## config.mk

```make
export PLATFORM = sky130hd
export DESIGN_NAME = i2c_regfile_slave
export DESIGN_NICKNAME = d
export VERILOG_FILES = /design/src/rtl/i2c_regfile_pkg.sv /design/src/rtl/i2c_line_sync.sv /design/src/rtl/i2c_slave_ctrl.sv /design/src/rtl/i2c_reg_store.sv /design/src/rtl/i2c_regfile_slave.sv
export SDC_FILE = /design/constraint.sdc
export NUM_CORES = 1
export LEC_CHECK = 0
export BUFFER_PORTS_ARGS = -buffer_cell sky130_fd_sc_hd__clkbuf_2
export CAP_MARGIN = 20
export CORE_ASPECT_RATIO = 0.75
export CORE_MARGIN = 4
export CORE_UTILIZATION = 40
export CTS_CLUSTER_SIZE = 30
export DETAILED_ROUTE_END_ITERATION = 6
export GPL_TIMING_DRIVEN = 0
export PLACE_DENSITY_LB_ADDON = 0.3
export SETUP_SLACK_MARGIN = 0.02
export SLEW_MARGIN = 5
export SYNTH_ARGS = -nofsm -noshare
export SYNTH_HDL_FRONTEND = slang
export SYNTH_SLANG_ARGS = --single-unit
```

## constraint.sdc

```tcl
create_clock -name clk -period 5.9 [get_ports clk]
set_input_delay 1.18 -clock clk [delete_from_list [all_inputs] [get_ports clk]]
set_output_delay 1.18 -clock clk [all_outputs]
set_load 0.005 [all_outputs]
```

## src/rtl/i2c_regfile_pkg.sv

```systemverilog
package i2c_regfile_pkg;

    typedef enum logic [2:0] {
        ST_IDLE     = 3'd0,
        ST_ADDR     = 3'd1,
        ST_ADDR_ACK = 3'd2,
        ST_WR       = 3'd3,
        ST_WR_ACK   = 3'd4,
        ST_RD       = 3'd5,
        ST_RD_ACK   = 3'd6
    } i2c_state_e;

endpackage

```

## src/rtl/i2c_line_sync.sv

```systemverilog
module i2c_line_sync #(
    parameter int STAGES = 2
) (
    input  logic clk,
    input  logic rst_n,
    input  logic scl_i,
    input  logic sda_i,
    output logic sda_o,
    output logic scl_rise_o,
    output logic scl_fall_o,
    output logic start_o,
    output logic stop_o
);

    typedef struct packed {
        logic [STAGES-1:0] scl_pipe;
        logic [STAGES-1:0] sda_pipe;
        logic              scl_prev;
        logic              sda_prev;
    } sync_t;

    sync_t q, d;

    logic scl_s, sda_s;
    assign scl_s = q.scl_pipe[STAGES-1];
    assign sda_s = q.sda_pipe[STAGES-1];

    always_comb begin
        d          = q;
        d.scl_pipe = {q.scl_pipe[STAGES-2:0], scl_i};
        d.sda_pipe = {q.sda_pipe[STAGES-2:0], sda_i};
        d.scl_prev = scl_s;
        d.sda_prev = sda_s;
    end

    always_ff @(posedge clk or negedge rst_n) begin
        if (!rst_n) begin
            q.scl_pipe <= '1;
            q.sda_pipe <= '1;
            q.scl_prev <= 1'b1;
            q.sda_prev <= 1'b1;
        end else begin
            q <= d;
        end
    end

    assign sda_o      = sda_s;
    assign scl_rise_o = scl_s & ~q.scl_prev;
    assign scl_fall_o = ~scl_s & q.scl_prev;
    assign start_o    = scl_s & q.scl_prev & q.sda_prev & ~sda_s;
    assign stop_o     = scl_s & q.scl_prev & ~q.sda_prev & sda_s;

endmodule

```

## src/rtl/i2c_slave_ctrl.sv

```systemverilog
module i2c_slave_ctrl
    import i2c_regfile_pkg::*;
#(
    parameter logic [6:0] DEV_ADDR = 7'h68,
    parameter int         NUM_REGS = 17,
    parameter int         PTR_W    = 5
) (
    input  logic             clk,
    input  logic             rst_n,
    input  logic             scl_rise_i,
    input  logic             scl_fall_i,
    input  logic             sda_i,
    input  logic             start_i,
    input  logic             stop_i,
    input  logic [7:0]       rd_data_i,
    output logic             sda_oe_o,
    output logic [PTR_W-1:0] ptr_o,
    output logic             wr_en_o,
    output logic [7:0]       wr_data_o,
    output logic             wrap_o
);

    localparam logic [PTR_W-1:0] LAST = PTR_W'(NUM_REGS - 1);

    typedef struct packed {
        i2c_state_e       st;
        logic [3:0]       cnt;
        logic [7:0]       sr;
        logic             rw;
        logic             first;
        logic [PTR_W-1:0] ptr;
        logic             oe;
        logic             mack;
    } ctrl_t;

    ctrl_t q, d;
    logic wr_en_c, inc_c;
    logic [PTR_W-1:0] ptr_next;

    assign ptr_next = (q.ptr == LAST) ? '0 : q.ptr + PTR_W'(1);

    always_comb begin
        d       = q;
        wr_en_c = 1'b0;
        inc_c   = 1'b0;
        if (stop_i) begin
            d.st = ST_IDLE;
            d.oe = 1'b0;
        end else if (start_i) begin
            d.st  = ST_ADDR;
            d.cnt = 4'd0;
            d.oe  = 1'b0;
        end else begin
            case (q.st)
                ST_ADDR, ST_WR: begin
                    if (scl_rise_i) begin
                        d.sr  = {q.sr[6:0], sda_i};
                        d.cnt = q.cnt + 4'd1;
                    end else if (scl_fall_i && q.cnt == 4'd8) begin
                        if (q.st == ST_ADDR) begin
                            if (q.sr[7:1] == DEV_ADDR) begin
                                d.st = ST_ADDR_ACK;
                                d.oe = 1'b1;
                                d.rw = q.sr[0];
                            end else begin
                                d.st = ST_IDLE;
                            end
                        end else begin
                            d.st = ST_WR_ACK;
                            d.oe = 1'b1;
                        end
                    end
                end
                ST_ADDR_ACK: begin
                    if (scl_fall_i) begin
                        d.cnt = 4'd0;
                        if (q.rw) begin
                            d.st = ST_RD;
                            d.sr = rd_data_i;
                            d.oe = ~rd_data_i[7];
                        end else begin
                            d.st    = ST_WR;
                            d.oe    = 1'b0;
                            d.first = 1'b1;
                        end
                    end
                end
                ST_WR_ACK: begin
                    if (scl_rise_i) begin
                        if (q.first) begin
                            d.ptr = (q.sr > 8'(NUM_REGS - 1)) ? '0 : q.sr[PTR_W-1:0];
                        end else begin
                            wr_en_c = 1'b1;
                            inc_c   = 1'b1;
                            d.ptr   = ptr_next;
                        end
                    end else if (scl_fall_i) begin
                        d.st    = ST_WR;
                        d.oe    = 1'b0;
                        d.cnt   = 4'd0;
                        d.first = 1'b0;
                    end
                end
                ST_RD: begin
                    if (scl_fall_i) begin
                        if (q.cnt == 4'd7) begin
                            d.st  = ST_RD_ACK;
                            d.oe  = 1'b0;
                            d.cnt = 4'd0;
                            inc_c = 1'b1;
                            d.ptr = ptr_next;
                        end else begin
                            d.sr  = {q.sr[6:0], 1'b0};
                            d.oe  = ~q.sr[6];
                            d.cnt = q.cnt + 4'd1;
                        end
                    end
                end
                ST_RD_ACK: begin
                    if (scl_rise_i) begin
                        d.mack = ~sda_i;
                    end else if (scl_fall_i) begin
                        if (q.mack) begin
                            d.st  = ST_RD;
                            d.sr  = rd_data_i;
                            d.oe  = ~rd_data_i[7];
                            d.cnt = 4'd0;
                        end else begin
                            d.st = ST_IDLE;
                        end
                    end
                end
                default: ;
            endcase
        end
    end

    always_ff @(posedge clk or negedge rst_n) begin
        if (!rst_n) q <= '0;
        else        q <= d;
    end

    assign sda_oe_o  = q.oe;
    assign ptr_o     = q.ptr;
    assign wr_en_o   = wr_en_c;
    assign wr_data_o = q.sr;
    assign wrap_o    = inc_c && (q.ptr == LAST);

    // foreign address drops the slave to idle with SDA released
    p_nomatch_idle_r1: assert property (@(posedge clk) disable iff (!rst_n)
        (q.st == ST_ADDR && scl_fall_i && q.cnt == 4'd8 && q.sr[7:1] != DEV_ADDR
         && !start_i && !stop_i) |=> (q.st == ST_IDLE && !q.oe));

    // pointer advancing from the last register lands on zero
    p_ptr_wrap_r3: assert property (@(posedge clk) disable iff (!rst_n)
        (inc_c && q.ptr == LAST && !start_i && !stop_i) |=> (q.ptr == '0));

    // SDA drive changes only after an SCL fall or a bus condition
    p_oe_on_low_r6: assert property (@(posedge clk) disable iff (!rst_n)
        !$stable(q.oe) |-> $past(scl_fall_i || start_i || stop_i));

    // STOP leaves SDA released
    p_stop_release_r6: assert property (@(posedge clk) disable iff (!rst_n)
        stop_i |=> !q.oe);

    // START always opens an address phase
    p_start_addr_r7: assert property (@(posedge clk) disable iff (!rst_n)
        (start_i && !stop_i) |=> (q.st == ST_ADDR && q.cnt == 4'd0));

endmodule

```

## src/rtl/i2c_reg_store.sv

```systemverilog
module i2c_reg_store #(
    parameter int NUM_REGS   = 17,
    parameter int TIME_BYTES = 7,
    parameter int PTR_W      = 5
) (
    input  logic                                 clk,
    input  logic                                 rst_n,
    input  logic                                 wr_en_i,
    input  logic [PTR_W-1:0]                     wr_addr_i,
    input  logic [7:0]                           wr_data_i,
    input  logic                                 snap_i,
    input  logic [TIME_BYTES*8-1:0]              time_i,
    input  logic [PTR_W-1:0]                     rd_addr_i,
    output logic [7:0]                           rd_data_o,
    output logic [(NUM_REGS-TIME_BYTES)*8-1:0]   cfg_o,
    output logic                                 time_we_o,
    output logic [$clog2(TIME_BYTES)-1:0]        time_waddr_o,
    output logic [7:0]                           time_wdata_o
);

    localparam int CFG_N = NUM_REGS - TIME_BYTES;
    localparam int TW    = $clog2(TIME_BYTES);
    localparam int CW    = $clog2(CFG_N);

    typedef struct packed {
        logic [TIME_BYTES-1:0][7:0] shadow;
        logic [CFG_N-1:0][7:0]      cfg;
    } store_t;

    store_t q, d;
    logic [CW-1:0] rd_off;

    always_comb begin
        d = q;
        if (snap_i) d.shadow = time_i;
        for (int i = 0; i < CFG_N; i++) begin
            if (wr_en_i && wr_addr_i == PTR_W'(TIME_BYTES + i)) d.cfg[i] = wr_data_i;
        end
    end

    always_ff @(posedge clk or negedge rst_n) begin
        if (!rst_n) q <= '0;
        else        q <= d;
    end

    always_comb begin
        rd_off = CW'(rd_addr_i - PTR_W'(TIME_BYTES));
        if (rd_addr_i < PTR_W'(TIME_BYTES)) rd_data_o = q.shadow[rd_addr_i[TW-1:0]];
        else                                rd_data_o = q.cfg[rd_off];
    end

    assign cfg_o        = q.cfg;
    assign time_we_o    = wr_en_i && (wr_addr_i < PTR_W'(TIME_BYTES));
    assign time_waddr_o = wr_addr_i[TW-1:0];
    assign time_wdata_o = wr_data_i;

    // snapshot takes the live time present on the capture cycle
    p_snap_capture_r4: assert property (@(posedge clk) disable iff (!rst_n)
        snap_i |=> (q.shadow == $past(time_i)));

    // snapshot holds between capture events
    p_snap_hold_r4: assert property (@(posedge clk) disable iff (!rst_n)
        !snap_i |=> $stable(q.shadow));

    // stored registers change only on a write
    p_cfg_hold_r2: assert property (@(posedge clk) disable iff (!rst_n)
        !wr_en_i |=> $stable(q.cfg));

    for (genvar g = 0; g < CFG_N; g++) begin : g_cfg_chk
        // a write to this register lands on the next cycle
        p_cfg_write_r2: assert property (@(posedge clk) disable iff (!rst_n)
            (wr_en_i && wr_addr_i == PTR_W'(TIME_BYTES + g)) |=> (q.cfg[g] == $past(wr_data_i)));
    end

endmodule

```

## src/rtl/i2c_regfile_slave.sv

```systemverilog
module i2c_regfile_slave #(
    parameter logic [6:0] DEV_ADDR    = 7'h68,
    parameter int         NUM_REGS    = 17,
    parameter int         TIME_BYTES  = 7,
    parameter int         SYNC_STAGES = 2
) (
    input  logic                                 clk,
    input  logic                                 rst_n,
    input  logic                                 scl_i,
    input  logic                                 sda_i,
    output logic                                 sda_oe_o,
    input  logic [TIME_BYTES*8-1:0]              time_i,
    output logic                                 time_we_o,
    output logic [$clog2(TIME_BYTES)-1:0]        time_waddr_o,
    output logic [7:0]                           time_wdata_o,
    output logic [(NUM_REGS-TIME_BYTES)*8-1:0]   cfg_o
);

    localparam int PTR_W = $clog2(NUM_REGS);

    logic sda_s, scl_rise, scl_fall, bus_start, bus_stop;
    logic [PTR_W-1:0] ptr;
    logic wr_en, wrap;
    logic [7:0] wr_data, rd_data;

    i2c_line_sync #(.STAGES(SYNC_STAGES)) u_sync (
        .clk        (clk),
        .rst_n      (rst_n),
        .scl_i      (scl_i),
        .sda_i      (sda_i),
        .sda_o      (sda_s),
        .scl_rise_o (scl_rise),
        .scl_fall_o (scl_fall),
        .start_o    (bus_start),
        .stop_o     (bus_stop)
    );

    i2c_slave_ctrl #(
        .DEV_ADDR (DEV_ADDR),
        .NUM_REGS (NUM_REGS),
        .PTR_W    (PTR_W)
    ) u_ctrl (
        .clk        (clk),
        .rst_n      (rst_n),
        .scl_rise_i (scl_rise),
        .scl_fall_i (scl_fall),
        .sda_i      (sda_s),
        .start_i    (bus_start),
        .stop_i     (bus_stop),
        .rd_data_i  (rd_data),
        .sda_oe_o   (sda_oe_o),
        .ptr_o      (ptr),
        .wr_en_o    (wr_en),
        .wr_data_o  (wr_data),
        .wrap_o     (wrap)
    );

    i2c_reg_store #(
        .NUM_REGS   (NUM_REGS),
        .TIME_BYTES (TIME_BYTES),
        .PTR_W      (PTR_W)
    ) u_store (
        .clk          (clk),
        .rst_n        (rst_n),
        .wr_en_i      (wr_en),
        .wr_addr_i    (ptr),
        .wr_data_i    (wr_data),
        .snap_i       (bus_start | bus_stop | wrap),
        .time_i       (time_i),
        .rd_addr_i    (ptr),
        .rd_data_o    (rd_data),
        .cfg_o        (cfg_o),
        .time_we_o    (time_we_o),
        .time_waddr_o (time_waddr_o),
        .time_wdata_o (time_wdata_o)
    );

endmodule

```

==> impl_metrics.json <==
{
  "ioPinCount": 153,
  "critPathMaxStageDelay_ns": 0.61,
  "grt_pass1_wl_mm": 36.74,
  "ys_ff_latch": 166,
  "slew_violations": 0,
  "relSlewSlack": 0.4763,
  "synth_edf_count": 0,
  "gp_congestion": 0.9410,
  "start_kind": "flip-flop",
  "track_usage": 0.1924,
  "p_leak_uw": 0.005291,
  "cts.clk_slew.worst_paths_ns": 0.06,
  "vias_per_cell": 5.275,
  "max_freq_mhz": 278.3,
  "final_cell_mix": "dfrtp_1, clkbuf_2, mux2_2",
  "worstPathRequired_ns": 6.23,
  "hold_buffers": 0,
  "r2r_cells": 10,
  "period_needed_ns": 3.593,
  "peakVddDrop_v": 0.0001877,
  "critPathLaunch": "u_ctrl.ptr_o[1]",
  "worst-path-max-fanout": 10,
  "rr_endpoint": "u_ctrl.wr_data_o[6]",
  "whs_ns": 0.3588,
  "mostFrequentLayoutCell": "dfrtp_1",
  "path_cells": "buf_2, buf_2, inv_1, ha_1, buf_2, buf_2, mux2i_1, a221oi_1, a21oi_1, o31ai_1",
  "place_area_mm2": 0.01003,
  "dr_total_vias": 6398,
  "synth_area_mm2": 0.008869,
  "syn_to_final_growth_pct": 19.51,
  "utilization": 0.4937,
  "min_path_type": "reg -> reg",
  "dr.pass1.iters": 5,
  "ys_types": 58,
  "cp-end-kind": "flip-flop",
  "met2_wirelength_mm": 10.14,
  "cts_tree": "yes",
  "path_class": "reg -> reg",
  "synth_fp_nets": 807,
  "ys_warn_count": 0,
  "wl_met1_mm": 11.37,
  "cts_num_sinks": 166,
  "dr.max_layer_used": "met4",
  "dieWidth_um": 179.9,
  "start_util": 0.4131,
  "cp_slowest_cell": "a221oi_1",
  "synth_seq_area_share": 0.4692,
  "drt-total-wl_mm": 23.61,
  "stdcell_count": 1213,
  "htree_num_levels": 4,
  "wl_met3_mm": 1.811,
  "post-place-cells": 1181,
  "cap_violations": 0,
  "die_area_mm2": 0.02464,
  "grt_max_degree": 85,
  "fin_worst_skew_ns": 0.008279,
  "cts_root_buf": "clkbuf_16",
  "r2r_start": "u_ctrl.ptr_o[1]",
  "drive_gt1_frac": 0.4930,
  "drcViolationCount": 0,
  "stdcell_area_mm2": 0.01060,
  "dp.final_hpwl_mm": 17.41,
  "numCtsBuffers": 17,
  "synthArstFlopShare": 1.000,
  "grt_pass1_vias": 6539,
  "finalHoldViolCount": 0,
  "setup_viol": 0,
  "rows": 46,
  "fin_crit_sh": 0.6090,
  "rsz0062_at_grt": "no",
  "antenna_left": 0,
  "drt-initial-drc-count": 690,
  "worst_pin_slew_ns": 0.7829,
  "ys.flop_type": "dfrtp_1",
  "status": "finished clean",
  "overflow": 0,
  "synthCells": 740,
  "numPortBuffers": 152,
  "antenna_found_initial": 0,
  "clk_path_buf_depth": 2,
  "wire_per_inst_um": 19.46,
  "fin_nets": 979,
  "endpoint": "u_ctrl.wr_data_o[6]",
  "dieHeight_um": 137.0,
  "diodes": 0,
  "insertion_delay_ns": 0.43,
  "coreArea_mm2": 0.02147,
  "finalSetupTns_ns": 0,
  "cts_resized": 0,
  "cp_common_cell": "buf_2",
  "cp.arrival_ns": 3.93,
  "powerDensity_mw_per_mm2": 399.6,
  "cts_setup_buffers": 0,
  "synth.avg_cell_area_um2": 11.98,
  "r2r_slack_ns": 2.31
}
## synthesized netlist by cell type (all sizes together), types with 7 or more instances
library cell | n | share of area
inv | 10 | 0.0042
nor2b | 8 | 0.0056
mux2 | 144 | 0.18
a21oi | 24 | 0.014
a22oi | 11 | 0.0093
a211oi | 8 | 0.0068
mux2i | 52 | 0.059
nand2 | 37 | 0.017
o31ai | 9 | 0.0076
and2 | 9 | 0.0063
o21ai | 21 | 0.012
buf | 116 | 0.093
ha | 7 | 0.0099
dfrtp | 160 | 0.45
nor2 | 16 | 0.0068
clkbuf | 12 | 0.0051
a221oi | 10 | 0.0099
mux4 | 8 | 0.020
## flip-flops by register name, summed over array words and instances, names as in the netlist
register / cells
u_store.cfg_o: 80
u_store.q: 56
u_ctrl.q: 10
u_ctrl.wr_data_o: 8
u_ctrl.ptr_o: 5
u_sync.d: 3
u_sync.q: 2
u_ctrl.sda_oe_o: 1
u_sync.sda_o: 1
## metrics by stage
step                total power [uW]  setup WS [ns]
global placement                3122         0.5061
detailed placement              3139          2.363
finish                          4235          2.307
floorplan                       2603          3.239
CTS                             4241          2.338
global route                    4464          2.054
## layout make-up
cell class | instances | area (um^2)
flip-flops and latches | 166 | 4161
clock buffers | 20 | 456.7
well taps | 288 | 360.3
clock inverters | 12 | 116.4
fillers | 1949 | 10870
plain buffers | 128 | 872.1
multi-input cells | 435 | 3794
inverters | 11 | 41.29
repair buffers | 153 | 797.0
## how the worst min path moves through the flow
stage | from | to | slack (ns) | depth (start not counted)
6_report | u_sync.d[5] | u_sync.d[1] | 0.36 | 0
4_1_cts | u_sync.d[5] | u_sync.d[1] | 0.36 | 0
3_3_place_gp | u_sync.d[5] | u_sync.d[1] | 0.35 | 0
2_1_floorplan | u_sync.d[5] | u_sync.d[1] | 0.35 | 0
3_5_place_dp | u_sync.d[5] | u_sync.d[1] | 0.35 | 0
5_1_grt | u_sync.d[3] | u_sync.sda_o | 0.37 | 0
## cells by family after synthesis
| logic type | count (synthesis) | synth area share |
|---|---|---|
| flip-flops | 166 | 0.4692 |
| AND/OR/NAND/NOR | 109 | 0.06758 |
| XOR/XNOR | 6 | 0.005927 |
| adder cells (fa/ha/maj) | 7 | 0.009875 |
| AO/OA/AOI/OAI | 109 | 0.08254 |
| multiplexers | 204 | 0.2619 |
| buffers and inverters | 139 | 0.1030 |
## power breakdown
| part | internal (uW) | switching [uW] | total (uW) |
|---|---|---|---|
| combinational | 705 | 943 | 1650 |
| sequential | 1320 | 176 | 1490 |
| clock | 611 | 482 | 1090 |
## routing by layer
metal,track usage,vias up
met3,0.05978,25
met4,0.03553,0
met2,0.2818,204
li1,-,2916
met5,0,-
met1,0.2835,3253
## critical path, delay by kind of cell (launching register included)
family / cells / cell delay, ns
buffers and inverters: 5 / 1.47
AO/OA/AOI/OAI: 3 / 1.03
flip-flops: 1 / 0.56
adder cells (fa/ha/maj): 1 / 0.30
multiplexers: 1 / 0.14
No activity file was read; power rests on OpenSTA's default activity.
